`src/rtl/role_arb_pkg.sv`:
```
package role_arb_pkg;
  typedef enum logic [1:0] {
    ST_INIT    = 2'd0,
    ST_STANDBY = 2'd1,
    ST_MASTER  = 2'd2,
    ST_FAILED  = 2'd3
  } role_state_e;
endpackage

```
`src/rtl/role_arb_sync.sv`:
```
module role_arb_sync #(
  parameter int WIDTH = 2
) (
  input  logic             clk,
  input  logic             rst_n,
  input  logic [WIDTH-1:0] async_i,
  output logic [WIDTH-1:0] sync_o
);
  for (genvar i = 0; i < WIDTH; i++) begin : g_bit
    logic meta_q, stable_q;
    always_ff @(posedge clk) begin
      if (!rst_n) begin
        meta_q   <= 1'b0;
        stable_q <= 1'b0;
      end else begin
        meta_q   <= async_i[i];
        stable_q <= meta_q;
      end
    end
    assign sync_o[i] = stable_q;
  end
endmodule

```
`src/rtl/role_arb_filter.sv`:
```
module role_arb_filter #(
  parameter int WIDTH         = 2,
  parameter int STABLE_CYCLES = 4
) (
  input  logic             clk,
  input  logic             rst_n,
  input  logic [WIDTH-1:0] raw_i,
  output logic [WIDTH-1:0] filt_o
);
  localparam int CNT_W = (STABLE_CYCLES < 2) ? 1 : $clog2(STABLE_CYCLES + 1);
  localparam logic [CNT_W-1:0] LIMIT = CNT_W'(STABLE_CYCLES - 1);

  for (genvar i = 0; i < WIDTH; i++) begin : g_line
    logic [CNT_W-1:0] run_q;
    logic             val_q;
    always_ff @(posedge clk) begin
      if (!rst_n) begin
        run_q <= '0;
        val_q <= 1'b0;
      end else if (raw_i[i] == val_q) begin
        run_q <= '0;
      end else if (run_q == LIMIT) begin
        val_q <= raw_i[i];
        run_q <= '0;
      end else begin
        run_q <= run_q + 1'b1;
      end
    end
    assign filt_o[i] = val_q;
  end
endmodule

```
`src/rtl/role_arb_fsm.sv`:
```
module role_arb_fsm
  import role_arb_pkg::*;
#(
  parameter int STABLE_CYCLES = 4
) (
  input  logic        clk,
  input  logic        rst_n,
  input  logic        node_id_i,
  input  logic        fatal_err_i,
  input  logic        peer_avail_f,
  input  logic        peer_role_f,
  output role_state_e state_o,
  output logic        takeover_o
);
  localparam int SETTLE = STABLE_CYCLES + 4;
  localparam int SW     = $clog2(SETTLE + 1);
  localparam logic [SW-1:0] SETTLE_LAST = SW'(SETTLE - 1);

  role_state_e state_q, state_d;
  logic [SW-1:0] settle_q;
  logic          seen_q;
  logic          pulse_q;
  logic          go_master;

  always_comb begin
    state_d   = state_q;
    go_master = 1'b0;
    case (state_q)
      ST_INIT: begin
        if (settle_q == SETTLE_LAST) begin
          if (peer_role_f)       state_d = ST_STANDBY;
          else if (!peer_avail_f) state_d = ST_MASTER;
          else                    state_d = node_id_i ? ST_STANDBY : ST_MASTER;
        end
      end
      ST_STANDBY: begin
        if (!peer_avail_f || (seen_q && !peer_role_f)) begin
          state_d   = ST_MASTER;
          go_master = 1'b1;
        end
      end
      default: state_d = state_q;
    endcase
    if (fatal_err_i) begin
      state_d   = ST_FAILED;
      go_master = 1'b0;
    end
  end

  always_ff @(posedge clk) begin
    if (!rst_n) begin
      state_q  <= ST_INIT;
      settle_q <= '0;
      seen_q   <= 1'b0;
      pulse_q  <= 1'b0;
    end else begin
      state_q <= state_d;
      pulse_q <= go_master;
      if (state_q == ST_INIT && settle_q != SETTLE_LAST)
        settle_q <= settle_q + 1'b1;
      if (state_q == ST_STANDBY && peer_role_f)
        seen_q <= 1'b1;
    end
  end

  assign state_o    = state_q;
  assign takeover_o = pulse_q;
endmodule

```
`src/rtl/role_arbiter.sv`:
```
module role_arbiter
  import role_arb_pkg::*;
#(
  parameter int STABLE_CYCLES = 4
) (
  input  logic clk,
  input  logic rst_n,
  input  logic node_id_i,
  input  logic fatal_err_i,
  input  logic peer_avail_i,
  input  logic peer_role_i,
  output logic avail_o,
  output logic role_o,
  output logic master_en_o,
  output logic passivate_o,
  output logic takeover_pulse_o
);
  localparam int LINES = 2;

  logic [LINES-1:0] peer_sync, peer_filt;
  role_state_e      state;
  logic             pulse;

  role_arb_sync #(.WIDTH(LINES)) u_sync (
    .clk     (clk),
    .rst_n   (rst_n),
    .async_i ({peer_avail_i, peer_role_i}),
    .sync_o  (peer_sync)
  );

  role_arb_filter #(.WIDTH(LINES), .STABLE_CYCLES(STABLE_CYCLES)) u_filt (
    .clk    (clk),
    .rst_n  (rst_n),
    .raw_i  (peer_sync),
    .filt_o (peer_filt)
  );

  role_arb_fsm #(.STABLE_CYCLES(STABLE_CYCLES)) u_fsm (
    .clk          (clk),
    .rst_n        (rst_n),
    .node_id_i    (node_id_i),
    .fatal_err_i  (fatal_err_i),
    .peer_avail_f (peer_filt[1]),
    .peer_role_f  (peer_filt[0]),
    .state_o      (state),
    .takeover_o   (pulse)
  );

  assign avail_o          = (state != ST_FAILED);
  assign role_o           = (state == ST_MASTER);
  assign master_en_o      = role_o;
  assign passivate_o      = !avail_o;
  assign takeover_pulse_o = pulse;
endmodule

```
`config.mk`:
```
export PLATFORM = sky130hd
export DESIGN_NAME = role_arbiter
export DESIGN_NICKNAME = d
export VERILOG_FILES = /design/src/rtl/role_arb_pkg.sv /design/src/rtl/role_arb_sync.sv /design/src/rtl/role_arb_filter.sv /design/src/rtl/role_arb_fsm.sv /design/src/rtl/role_arbiter.sv
export SDC_FILE = /design/constraint.sdc
export NUM_CORES = 1
export LEC_CHECK = 0
export ABC_AREA = 1
export BUFFER_PORTS_ARGS = -buffer_cell sky130_fd_sc_hd__buf_2
export CAP_MARGIN = 20
export CORE_MARGIN = 2
export CORE_UTILIZATION = 28
export CTS_CLUSTER_SIZE = 20
export DETAILED_ROUTE_END_ITERATION = 8
export HOLD_SLACK_MARGIN = 0.02
export PLACE_DENSITY = 0.53
export SETUP_SLACK_MARGIN = 0.5
export SLEW_MARGIN = 25
export SYNTH_ARGS = -nofsm -noshare
export SYNTH_HDL_FRONTEND = slang
export SYNTH_SLANG_ARGS = --single-unit
```
`constraint.sdc`:
```
create_clock -name clk -period 1.85 [get_ports clk]
set_input_delay 0.0925 -clock clk [delete_from_list [all_inputs] [get_ports clk]]
set_output_delay 0.0925 -clock clk [all_outputs]
set_load 0.02 [all_outputs]
```
==> reports/metrics.cfg <==
[timing]
rsz0062_at_grt=false
hold_viol_final=0
tightest_slew_ns=0.293
timing.final.crit_share_pct=64.0
skew_ns=0.00231
drv_slew=0
period_minus_slack_ns=1.18
setup_slack_ns=0.667
slew_headroom_pct=80.3
fmax_mhz=845
tns_ns=0
setup_viol_count_final=0

[worst_hold_path]
whs_path_depth=4
hold_class=primary input to flop

[finish]
fillers=288
multiInputGateArea_um2=339
regArea_um2=400
area_delta_synth_final_pct=16.8
nNetsFinal=134
n_antenna_cell=0
drive_gt1_share_pct=16.4

[clocking]
clk_pin_slew_ns=0.11
cts_hold_buffers=2
cts_made_buffers=3
clock_latency_ns=0.29
cts.sinks=20
cts_root_buf=clkbuf_4
htree_levels=1
post_cts_buffers=0
cts_tree=yes
cts_buffer_depth=2
ctsResizeCount=0

[setup_path]
worstPathArrival_ns=1.42
cp.depth=5
worstPathRequired_ns=2.09
ff2ff_path_depth=5
cp_slowest_cell=dfxtp_1
path_max_fanout=3
start_kind=flop
max_stage_delay_ns=0.33
r2r_slack_ns=0.67
path_cells=ha_1, ha_1, a21oi_1, o211ai_1, nor2_1
critPathBufInv=0
critical_path.top_delay_family=adder cells
crit_type=flop to flop
end_kind=flop
timing.critical_path.mode_cell=ha_1

[global_routing]
use_met2_pct=13.3
grtUsageMet1_pct=9.93
antenna_found_initial=0
first_global_vias=565
grt_usage_pct=8.27
grt_start_max_net_pins=17
overflow=0
met3_usage_pct=1.32
grt_pass1_wl_mm=2.18
busiest_layer=met2

[logic_synthesis]
netlist_instances=108
syn_nets=119
synth.top_cell.area_share_pct=48.1
seq_area_frac_synth_pct=48.1
synth_top_area_cell=dfxtp_1
synth_area_leaders=dfxtp_1 48%, nand2_1 9.0%, inv_1 8.1%, nor2_1 8.1%, ha_1 7.5%
syn_area_um2=832
synthDistinctLibCells=15
syn_avg_cell_area_um2=7.70
synth_warnings=0
ys_ff_latch=20

[floorplan]
die_h_um=58.5
io_pins=11
core-area_um2=2780
die_w_um=58.5
rows=19
die_area_um2=3420
start_util_pct=29.9

[status]
status=complete, no violations

[power]
p_leak_nw=0.473
p_sw_uw=194
pwr-share-clk_pct=39.2
powerDensity_nw_per_um2=918
peakVddDrop_v=0.000567
p_seq_share_pct=51.5
p_sw_share_pct=21.8
pwr-share-comb_pct=9.3
intPower_uw=698

[routing]
routed_via_density=4.23
first_pass_iters=4
drcViolationCount=0
vias=647
drt-initial-drc-count=12
ant_nets=0
wirelength_mm=1.17
wl_per_cell_um=7.67

[placed_design]
dp_hpwl_um=908
pre_cts_slack_ns=0.691
io_buffers=10
gp_congestion=0.775

[run]
cap_viol_max_count=0

[cell usage in the layout (no fill, tap or decap), drive strengths merged]
cell type and n:
o21a 1, o211ai 2, nor2 20, inv 19, clkbuf 3, dlygate4sd3 2, a21oi 7, bufinv 1
ha 5, o21ai 5, nand2 23, dfxtp 20, buf 10, nand3 4
[worst reg2reg max path: cells and delay by family, from the launching register on]
| family | cells | cell delay [ns] |
|---|---|---|
| adder cells (fa/ha/maj) | 2 | 0.42 |
| flip-flops | 1 | 0.33 |
| AO/OA/AOI/OAI | 2 | 0.27 |
| AND/OR/NAND/NOR | 1 | 0.12 |
[sequential cells by signal, indices dropped and copies added, names as in the netlist]
signal	cells
u_filt.g_line.run_q	6
u_fsm.settle_q	4
u_filt.g_line.val_q	2
u_fsm.state_o	2
u_sync.g_bit.meta_q	2
u_sync.g_bit.stable_q	2
u_fsm.seen_q	1
u_fsm.takeover_o	1
[per-layer routing]
layer  vias to the layer above  wire, µm  share of wire, %
met2                        10       553                47
met3                         2        41               3.5
met5                         -         0                 0
met1                       276       562                48
li1                        359         -                 -
met4                         0        16               1.4
[per-stage QoR]
step	cell area [µm²]	hold WS [ns]	total power, mW	cells	utilization, %
2_1_floorplan	832	0.190	0.532	108	-
3_3_place_gp	900	0.272	0.549	147	32.3
3_5_place_dp	900	0.280	0.551	147	32.3
4_1_cts	972	0.0427	0.912	153	35.0
5_1_grt	972	0.0587	0.943	153	35.0
6_report	972	0.0547	0.892	153	35.0
[path summary, 6_finish.rpt]
kind / from / end
setup / recovery: u_filt.g_line[1].run_q[0] / u_filt.g_line[1].run_q[0]
hold / removal: fatal_err_i / u_fsm.takeover_o
setup reg to reg: u_filt.g_line[1].run_q[0] / u_filt.g_line[1].run_q[0]
hold reg to reg: u_sync.g_bit[0].meta_q / u_sync.g_bit[0].stable_q
[layout make-up]
| class | instances | share of cell area (%) |
|---|---|---|
| Timing Repair Buffer | 12 | 7.21 |
| Sequential cell | 20 | 41.2 |
| Multi-Input combinational cell | 67 | 34.9 |
| Clock inverter | 1 | 3.09 |
| Clock buffer | 3 | 2.32 |
| Tap cell | 31 | 3.99 |
| Inverter | 19 | 7.34 |
[cell families (layout without fill, tap and decap cells)]
kind of cell	Yosys count	after routing	share of synthesized area [%]
AOI/OAI and AO/OA	15	15	9.92
adders and majority gates	5	5	7.52
and+or+nand+nor	47	47	23.3
buffers and inverters	21	35	11.1
DFF	20	20	48.1
[cells in the mapped netlist]
library cell / count
ha_1: 5
a21oi_1: 7
o21ai_0: 5
nand2_2: 3
inv_2: 1
dfxtp_1: 20
nand3_1: 4
inv_1: 18
nor2_1: 18
nor2_2: 2
clkbuf_8: 1
o211ai_1: 2
buf_4: 1
nand2_1: 20
o21a_1: 1
[power by group through the flow]
stage | sequential, mW | clock, mW | combinational [mW]
6_report | 0.460 | 0.350 | 0.0826
5_1_grt | 0.463 | 0.380 | 0.0993
4_1_cts | 0.460 | 0.368 | 0.0843
3_5_place_dp | 0.470 | 0 | 0.0809
3_3_place_gp | 0.469 | 0 | 0.0793
2_1_floorplan | 0.469 | 0 | 0.0633
(Power assumes the default switching activity.)
